<file path="config.mk">
export PLATFORM = sky130hd
export DESIGN_NAME = speed_loop_pwm
export DESIGN_NICKNAME = d
export VERILOG_FILES = /design/src/rtl/speed_loop_pkg.sv /design/src/rtl/set_speed_table.sv /design/src/rtl/speed_compare.sv /design/src/rtl/duty_stepper.sv /design/src/rtl/pwm_slot_gen.sv /design/src/rtl/speed_loop_pwm.sv
export SDC_FILE = /design/constraint.sdc
export NUM_CORES = 1
export LEC_CHECK = 0
export BUFFER_PORTS_ARGS = -buffer_cell sky130_fd_sc_hd__buf_2
export CORE_MARGIN = 4
export CORE_UTILIZATION = 25
export CTS_CLUSTER_SIZE = 24
export DETAILED_ROUTE_END_ITERATION = 16
export SYNTH_ARGS = -nofsm -noshare
export SYNTH_HDL_FRONTEND = slang
export SYNTH_HIERARCHICAL = 1
export SYNTH_SLANG_ARGS = --single-unit
</file>
<file path="constraint.sdc">
create_clock -name clk -period 8.59 [get_ports clk]
set_clock_uncertainty 0.05 [all_clocks]
set_input_delay 1.2885 -clock clk [delete_from_list [all_inputs] [get_ports clk]]
set_output_delay 1.2885 -clock clk [all_outputs]
set_load 0.03 [all_outputs]
</file>
<file path="src/rtl/speed_loop_pkg.sv">
package speed_loop_pkg;

    typedef enum logic [1:0] {
        STEP_HOLD = 2'd0,
        STEP_UP   = 2'd1,
        STEP_DOWN = 2'd2
    } step_dir_e;

    localparam int unsigned PRESET_FIELD_W = 16;

endpackage

</file>
<file path="src/rtl/set_speed_table.sv">
module set_speed_table #(
    parameter int unsigned NUM_PRESETS = 4,
    parameter int unsigned SPD_W       = 7,
    parameter logic [NUM_PRESETS*speed_loop_pkg::PRESET_FIELD_W-1:0] PRESET_LIST =
        {16'd12, 16'd9, 16'd6, 16'd3}
) (
    input  logic [$clog2(NUM_PRESETS)-1:0] sel,
    output logic [SPD_W-1:0]               set_val
);
    localparam int unsigned FW = speed_loop_pkg::PRESET_FIELD_W;

    logic [FW-1:0] pick;

    always_comb begin
        pick    = PRESET_LIST[sel*FW +: FW];
        set_val = SPD_W'(pick);
    end
endmodule

</file>
<file path="src/rtl/speed_compare.sv">
module speed_compare #(
    parameter int unsigned DIGITS = 2,
    parameter int unsigned SPD_W  = 7
) (
    input  logic                     clk,
    input  logic                     rst_n,
    input  logic                     sample_stb,
    input  logic [4*DIGITS-1:0]      speed_bcd,
    input  logic [SPD_W-1:0]         set_val,
    output speed_loop_pkg::step_dir_e dir,
    output logic                     flag_eq,
    output logic                     flag_gt,
    output logic                     flag_lt
);
    import speed_loop_pkg::*;

    localparam int unsigned BCD_W = 4 * DIGITS;

    typedef struct packed {
        logic [BCD_W-1:0] held;
    } cmp_state_t;

    cmp_state_t st_d, st_q;
    logic [SPD_W-1:0] in_bin, held_bin;

    function automatic logic [SPD_W-1:0] bcd_to_bin(input logic [BCD_W-1:0] b);
        logic [SPD_W-1:0] acc;
        acc = '0;
        for (int i = DIGITS - 1; i >= 0; i--) begin
            acc = SPD_W'(acc * 10) + SPD_W'(b[i*4 +: 4]);
        end
        return acc;
    endfunction

    always_comb begin
        st_d     = st_q;
        in_bin   = bcd_to_bin(speed_bcd);
        held_bin = bcd_to_bin(st_q.held);
        if (sample_stb) begin
            st_d.held = speed_bcd;
        end
        if (in_bin < set_val) begin
            dir = STEP_UP;
        end else if (in_bin > set_val) begin
            dir = STEP_DOWN;
        end else begin
            dir = STEP_HOLD;
        end
        flag_eq = (held_bin == set_val);
        flag_gt = (held_bin > set_val);
        flag_lt = (held_bin < set_val);
    end

    always_ff @(posedge clk) begin
        if (!rst_n) begin
            st_q.held <= '0;
        end else begin
            st_q <= st_d;
        end
    end
endmodule

</file>
<file path="src/rtl/duty_stepper.sv">
module duty_stepper #(
    parameter int unsigned DUTY_W = 4
) (
    input  logic                      clk,
    input  logic                      rst_n,
    input  logic                      step_en,
    input  speed_loop_pkg::step_dir_e dir,
    output logic [DUTY_W-1:0]         duty
);
    import speed_loop_pkg::*;

    localparam logic [DUTY_W-1:0] DUTY_TOP = '1;

    typedef struct packed {
        logic [DUTY_W-1:0] duty;
    } stp_state_t;

    stp_state_t st_d, st_q;

    always_comb begin
        st_d = st_q;
        if (step_en) begin
            unique case (dir)
                STEP_UP:   if (st_q.duty != DUTY_TOP) st_d.duty = st_q.duty + 1'b1;
                STEP_DOWN: if (st_q.duty != '0)       st_d.duty = st_q.duty - 1'b1;
                default:   st_d.duty = st_q.duty;
            endcase
        end
        duty = st_q.duty;
    end

    always_ff @(posedge clk) begin
        if (!rst_n) begin
            st_q.duty <= '0;
        end else begin
            st_q <= st_d;
        end
    end
endmodule

</file>
<file path="src/rtl/pwm_slot_gen.sv">
module pwm_slot_gen #(
    parameter int unsigned DUTY_W      = 4,
    parameter int unsigned STEP_CYCLES = 500
) (
    input  logic              clk,
    input  logic              rst_n,
    input  logic [DUTY_W-1:0] duty,
    output logic              pwm_n
);
    localparam int unsigned STEP_W = (STEP_CYCLES > 1) ? $clog2(STEP_CYCLES) : 1;
    localparam logic [STEP_W-1:0] STEP_LAST = STEP_W'(STEP_CYCLES - 1);
    localparam logic [DUTY_W-1:0] CODE_TOP  = '1;

    typedef struct packed {
        logic [STEP_W-1:0] step;
        logic [DUTY_W-1:0] slot;
        logic [DUTY_W-1:0] on_slots;
        logic              pin_n;
    } pwm_state_t;

    pwm_state_t st_d, st_q;
    logic              at_start;
    logic [DUTY_W-1:0] on_sel;

    // Top code reuses the on-time of the code below it.
    function automatic logic [DUTY_W-1:0] slots_for(input logic [DUTY_W-1:0] code);
        return (code == CODE_TOP) ? code : code + 1'b1;
    endfunction

    always_comb begin
        st_d     = st_q;
        at_start = (st_q.step == '0) && (st_q.slot == '0);
        on_sel   = at_start ? slots_for(duty) : st_q.on_slots;

        st_d.on_slots = on_sel;
        st_d.pin_n    = !(st_q.slot < on_sel);

        if (st_q.step == STEP_LAST) begin
            st_d.step = '0;
            st_d.slot = st_q.slot + 1'b1;
        end else begin
            st_d.step = st_q.step + 1'b1;
        end
        pwm_n = st_q.pin_n;
    end

    always_ff @(posedge clk) begin
        if (!rst_n) begin
            st_q.step     <= '0;
            st_q.slot     <= '0;
            st_q.on_slots <= DUTY_W'(1);
            st_q.pin_n    <= 1'b1;
        end else begin
            st_q <= st_d;
        end
    end
endmodule

</file>
<file path="src/rtl/speed_loop_pwm.sv">
module speed_loop_pwm #(
    parameter int unsigned DUTY_W      = 4,
    parameter int unsigned STEP_CYCLES = 500,
    parameter int unsigned DIGITS      = 2,
    parameter int unsigned NUM_PRESETS = 4,
    parameter logic [NUM_PRESETS*speed_loop_pkg::PRESET_FIELD_W-1:0] PRESET_LIST =
        {16'd12, 16'd9, 16'd6, 16'd3}
) (
    input  logic                           clk,
    input  logic                           rst_n,
    input  logic                           sample_stb,
    input  logic [4*DIGITS-1:0]            speed_bcd,
    input  logic [$clog2(NUM_PRESETS)-1:0] set_sel,
    output logic                           pwm_n,
    output logic [DUTY_W-1:0]              duty,
    output logic                           spd_eq,
    output logic                           spd_gt,
    output logic                           spd_lt
);
    import speed_loop_pkg::*;

    localparam int unsigned SPD_W = $clog2(10 ** DIGITS);

    logic [SPD_W-1:0] set_val;
    step_dir_e        dir;

    set_speed_table #(
        .NUM_PRESETS (NUM_PRESETS),
        .SPD_W       (SPD_W),
        .PRESET_LIST (PRESET_LIST)
    ) u_table (
        .sel     (set_sel),
        .set_val (set_val)
    );

    speed_compare #(
        .DIGITS (DIGITS),
        .SPD_W  (SPD_W)
    ) u_cmp (
        .clk        (clk),
        .rst_n      (rst_n),
        .sample_stb (sample_stb),
        .speed_bcd  (speed_bcd),
        .set_val    (set_val),
        .dir        (dir),
        .flag_eq    (spd_eq),
        .flag_gt    (spd_gt),
        .flag_lt    (spd_lt)
    );

    duty_stepper #(
        .DUTY_W (DUTY_W)
    ) u_step (
        .clk     (clk),
        .rst_n   (rst_n),
        .step_en (sample_stb),
        .dir     (dir),
        .duty    (duty)
    );

    pwm_slot_gen #(
        .DUTY_W      (DUTY_W),
        .STEP_CYCLES (STEP_CYCLES)
    ) u_pwm (
        .clk   (clk),
        .rst_n (rst_n),
        .duty  (duty),
        .pwm_n (pwm_n)
    );
endmodule

</file>
Word level (Yosys, flattened, before mapping)
Index checks and enable logic that the tools add are counted.
W data, S select, Z words.

word-level totals
  bits in registers = 30
  bits of input ports = 13

operators by class
  add/sub/neg operators = 6
  multipliers = 2
  magnitude comparators = 5
  equality and inequality tests = 8
  shift-type cells = 1
  mux-type cells = 7
  bitwise logic cells = 1
  reduce and logical (&&, ||, !) cells = 8

operators with widths
  operator                   count
  $shiftx A64 B7 Y7 const A  1
  $mux W4                    4
  $add A7 B4 Y7              2
  $gt A7 B7 Y1               2
  $lt A7 B7 Y1               2
  $mul A4 B3 Y6 const B      2
  $add A9 B1 Y9 const B      1
  $eq A9 B9 Y1 const B       1
  $logic_not A9 Y1           1
  $add A4 B1 Y4 const B      2
  $pmux W4 S2                1
  $eq A7 B7 Y1               1
  $eq A4 B4 Y1 const B       1
  $logic_not A4 Y1           1
  $lt A4 B4 Y1               1
  $mux W2                    2
  $ne A2 B1 Y1 const B       2
  $ne A4 B4 Y1 const B       1
  $reduce_and A4 Y1          1
  $reduce_bool A4 Y1         1
  $sub A4 B1 Y4 const B      1
  $eq A2 B1 Y1 const B       1
  $eq A2 B2 Y1 const B       1
  $reduce_bool A2 Y1         1
  4 further kinds            4

Longest topological paths before layout
  depth in word-level cells = 8
  depth in mapped cells = 17

Hierarchy
The synthesis kept the hierarchy.

by module, submodules not included
  module           times used  cells an instance  area each (um^2)
  speed_compare    1           118                1,056.0
  pwm_slot_gen     1           102                973.4
  duty_stepper     1           28                 291.5
  set_speed_table  1           8                  48.8

Least setup slack after synthesis
No wires, ideal clock.

  kind = input -> register
  start point = input speed_bcd[5]
  end point = register u_step/duty[2] (netlist name)
  library setup time = 0.070 ns
  arrival time = 4.724 ns
  data required time = 8.470 ns
  path slack = 3.746 ns
  stages on the path = 17
  buffers on the path = 0
  path through = ha_1 ha_1 fa_1 and3_1 a32oi_1 xnor2_1 ha_1 nand4_1 a21oi_1 o22a_1 or2b_1 xnor2_1 ha_1 nor2_1 mux2i_1 or4_1 a21boi_1

on the way
  longest elaborated chain between the ends = 8

RTL lines
  item                                                          line                  RTL
  start, declared                                               speed_loop_pwm.sv:12  input logic [4*DIGITS-1:0] speed_bcd,
  $mul A4 B3 Y6 (*)                                             speed_compare.sv:30   acc = SPD_W'(acc * 10) + SPD_W'(b[i*4 +: 4]);
  $add A7 B4 Y7 (*)                                             speed_compare.sv:30
  $gt A7 B7 Y1                                                  speed_compare.sv:44   end else if (in_bin > set_val) begin
  $mux W2                                                       speed_compare.sv:44
  $mux W2 (*)                                                   speed_compare.sv:42   if (in_bin < set_val) begin
  via dir[1]                                                    speed_loop_pwm.sv:25  step_dir_e dir;
  $eq A2 B2 Y1 or $eq A2 B1 Y1 (tied branches)                  duty_stepper.sv:23    unique case (dir)
  $ne A2 B1 Y1 (no line) or $reduce_bool A2 Y1 (tied branches)  n/a
  $reduce_and A4 Y1 (no line)                                   n/a

The timed path passes the listed nets; every way through them passes the cells marked *.
A chain may end at the register's enable or synchronous reset.

Worst setup path in the final report
  start point = input speed_bcd[5]
  end point = register u_step/duty[2] (netlist name)

on the way
  longest elaborated chain between the ends = 8

RTL lines
  item                                                          line
  $mul A4 B3 Y6 (*)                                             speed_compare.sv:30
  $add A7 B4 Y7 (*)                                             speed_compare.sv:30
  $gt A7 B7 Y1                                                  speed_compare.sv:44
  $mux W2                                                       speed_compare.sv:44
  $mux W2 (*)                                                   speed_compare.sv:42
  via dir[1]                                                    speed_loop_pwm.sv:25
  $eq A2 B2 Y1 or $eq A2 B1 Y1 (tied branches)                  duty_stepper.sv:23
  $ne A2 B1 Y1 (no line) or $reduce_bool A2 Y1 (tied branches)  n/a
  $reduce_and A4 Y1 (no line)                                   n/a

Marks and branches as above.

==> run summary <==
DIE HEIGHT - 105 microns
DIE WIDTH - 105 microns
Most common cell after layout, fill and taps aside - ha_1
Vias/cell - 4.26
Post-CTS Hold Buffers - 0
Clock Latency Late Sink - 0.28 ns
Cells along the critical path - buf_2 -> ha_1 -> ha_1 -> fa_1 -> and3_1 -> a32oi_1 -> xnor2_1 -> ha_1 -> nand2_1 -> o21ai_0 -> o22a_1 -> or2b_1 -> xnor2_1 -> ha_1 -> nor2_1 -> mux2i_1 -> or4_1 -> a21boi_1
Antenna violations before repair - 0
Mapped Avg Cell Area - 9.26 sq um
Vias in the first global route - 1,801
Prevailing post-synth register cell - dfxtp_1
CP startpoint kind - input pin
Fin util - 29.2%
Number of buffers created by CTS - 5
Filler cell count - 1,012
Max-cap violation count - 0
Clk slew on worst S/H paths - 0.06 ns
Pleak - 1.19 nW
Post-layout min period - 4.95 ns
CTS tree - done
Worst Path Arrival - 5.12 ns
Power per cell area - 178 nW/um^2
EDFF count, synth - 0
Number of library cell types mapped by synthesis - 49
First-pass GRT wire length - 8220 microns
Cell Int Power - 0.000312 W
Mapped Area - 2370 sq um
Global Route Usage Sum - 9.04%
Hpwl dp - 3750 microns
Port bufs - 20
Layout cells sized above 1 - 14.3%
CP delay by family, top - adder cells
Fin Hold WS - 0.420 ns
CTS root buffer - clkbuf_8
Final TNS setup - 0 ns
CP Capture Type - register
Drt drc - 0
CP Class - in -> reg
F_max - 202 MHz
Slowest stage delay, CP - 0.50 ns
Placement row count - 35
N_diodes - 0
DR pass1 iterations - 4
Synth warnings - 6
Clock power frac - 29.1%
RSZ-0062 raised after global routing - false
Final setup viols - 0
Die ar. - 11,100 sq um
Final Hold Fails - 0
P_sw - 0.000167 W
Detail Route Antenna Nets - 0
Worst IR Drop VDD - 0.0728 mV
Final RePlAce weighted congestion - 0.839
Hold Path Class - reg -> reg
Slew Limit Fails - 0
Core Region - 9240 sq um
Share of power burned in registers - 35.2%
I/O pins - 21
Sw frac - 34.8%
Slowest CP cell - fa_1
Mapped Cells - 256
Post-CTS Setup Inserts - 0
CTS resizes - 0
Via count - 1,738
Worst-path fanout max - 4
H-tree levels - 2
Drt total wl - 4560 microns
FF+latch count, synth - 30
Avg WL per Cell - 11.2 microns
Combinational power share - 35.7%
Synth-to-Final Area Change - 13.7%
Buffers plus inverters on the worst setup path - 1
Period utilisation layout - 57.7%
Async S/R FF share, synth - 0%
Nets@finish - 330
Seq/Total Area, Yosys - 25.3%
Status - completed
Commonest non-fill, non-tap cells in the layout - ha_1, dfxtp_1, inv_1
Initial Util - 25.6%
GRT overflow - 0
Crit path required time - 8.75 ns
DRT iter0 DRCs - 23
Clk buf depth - 2
Most used cell, CP - ha_1
Largest net degree at the start of global routing - 23
CTS sink cnt - 30
## flip-flops by register name, summed over array words and instances, names as in the netlist
register / count
u_cmp/st_q: 8
u_pwm/st_q: 17
u_step/duty: 4
u_pwm/pwm_n: 1
## cells in the mapped netlist, drive strengths merged (2+ instances only)
cell | instances | area [sq um]
a21boi | 2 | 15.0
a21oi | 10 | 50.1
and2 | 4 | 25.0
and3 | 3 | 23.8
buf | 7 | 52.6
dfxtp | 30 | 601
fa | 4 | 80.1
ha | 35 | 438
inv | 25 | 93.8
mux2i | 15 | 150
nand2 | 8 | 30.0
nand2b | 2 | 12.5
nand3 | 9 | 50.1
nand3b | 3 | 22.5
nand4 | 3 | 25.0
nor2 | 18 | 67.6
nor2b | 15 | 93.8
nor3 | 5 | 36.3
nor4 | 2 | 25.0
nor4b | 2 | 30.0
o21a | 4 | 30.0
o21ai | 7 | 35.0
o22a | 2 | 17.5
or2 | 2 | 15.0
xnor2 | 15 | 131
xor2 | 8 | 77.6
## final cells by class
cell class	count	area, sq um	area share, %
multi-input combinational	196	1630	60.5
clock inverter	3	40.0	1.49
tap	129	161	5.99
sequential	30	601	22.3
inverter	25	93.8	3.48
clock buffer	5	68.8	2.55
timing repair buffer	20	100	3.71
## metrics by stage
stage / std cells / area [sq um] / power, W / setup slack, ns
after global placement: 400 / 2590 / 0.000339 / 3.50
after floorplan: 258 / 2380 / 0.000305 / 3.75
final: 408 / 2700 / 0.000478 / 3.64
after detailed placement: 400 / 2590 / 0.000344 / 3.34
after CTS: 408 / 2700 / 0.000488 / 3.64
after global routing: 408 / 2700 / 0.000517 / 3.34
## worst paths after layout
kind                    end      startpoint  cells after the start  slack [ns]
max reg2reg     u_pwm/pwm_n  u_step/duty[0]                      9        6.44
min reg2reg   u_pwm/st_q[9]   u_pwm/st_q[9]                      1        0.42
min           u_pwm/st_q[9]   u_pwm/st_q[9]                      1        0.42
max          u_step/duty[2]    speed_bcd[5]                     18        3.64
## power groups by stage
stage | registers, W | clock network [W] | logic (W)
final | 0.000169 | 0.000139 | 0.000171
after global routing | 0.000172 | 0.000151 | 0.000194
after CTS | 0.000169 | 0.000145 | 0.000174
after detailed placement | 0.000172 | 0 | 0.000172
after global placement | 0.000171 | 0 | 0.000168
after floorplan | 0.000180 | 0 | 0.000125
## cells by family (layout without fill, tap and decap cells)
logic type | Yosys count | count (layout) | share of synthesized area, %
adders and majority gates | 39 | 39 | 21.9
AOI/OAI and AO/OA | 36 | 36 | 10.8
DFF | 30 | 30 | 25.3
xor gates and xnor gates | 23 | 23 | 8.82
buffers and inverters | 32 | 53 | 6.18
muxes | 15 | 15 | 6.34
and+or+nand+nor | 80 | 80 | 20.5
other | 1 | 3 | 0.158
## layer usage
layer | up-vias | share of wire (%) | global-route usage (%)
met1 | 797 | 46 | 11.0
li1 | 918 | - | -
met5 | - | 0 | 0
met4 | 0 | 0.97 | 2.81
met3 | 7 | 2.4 | 2.14
met2 | 16 | 51 | 15.7
Note: power is estimated with default switching activity, not from simulation.
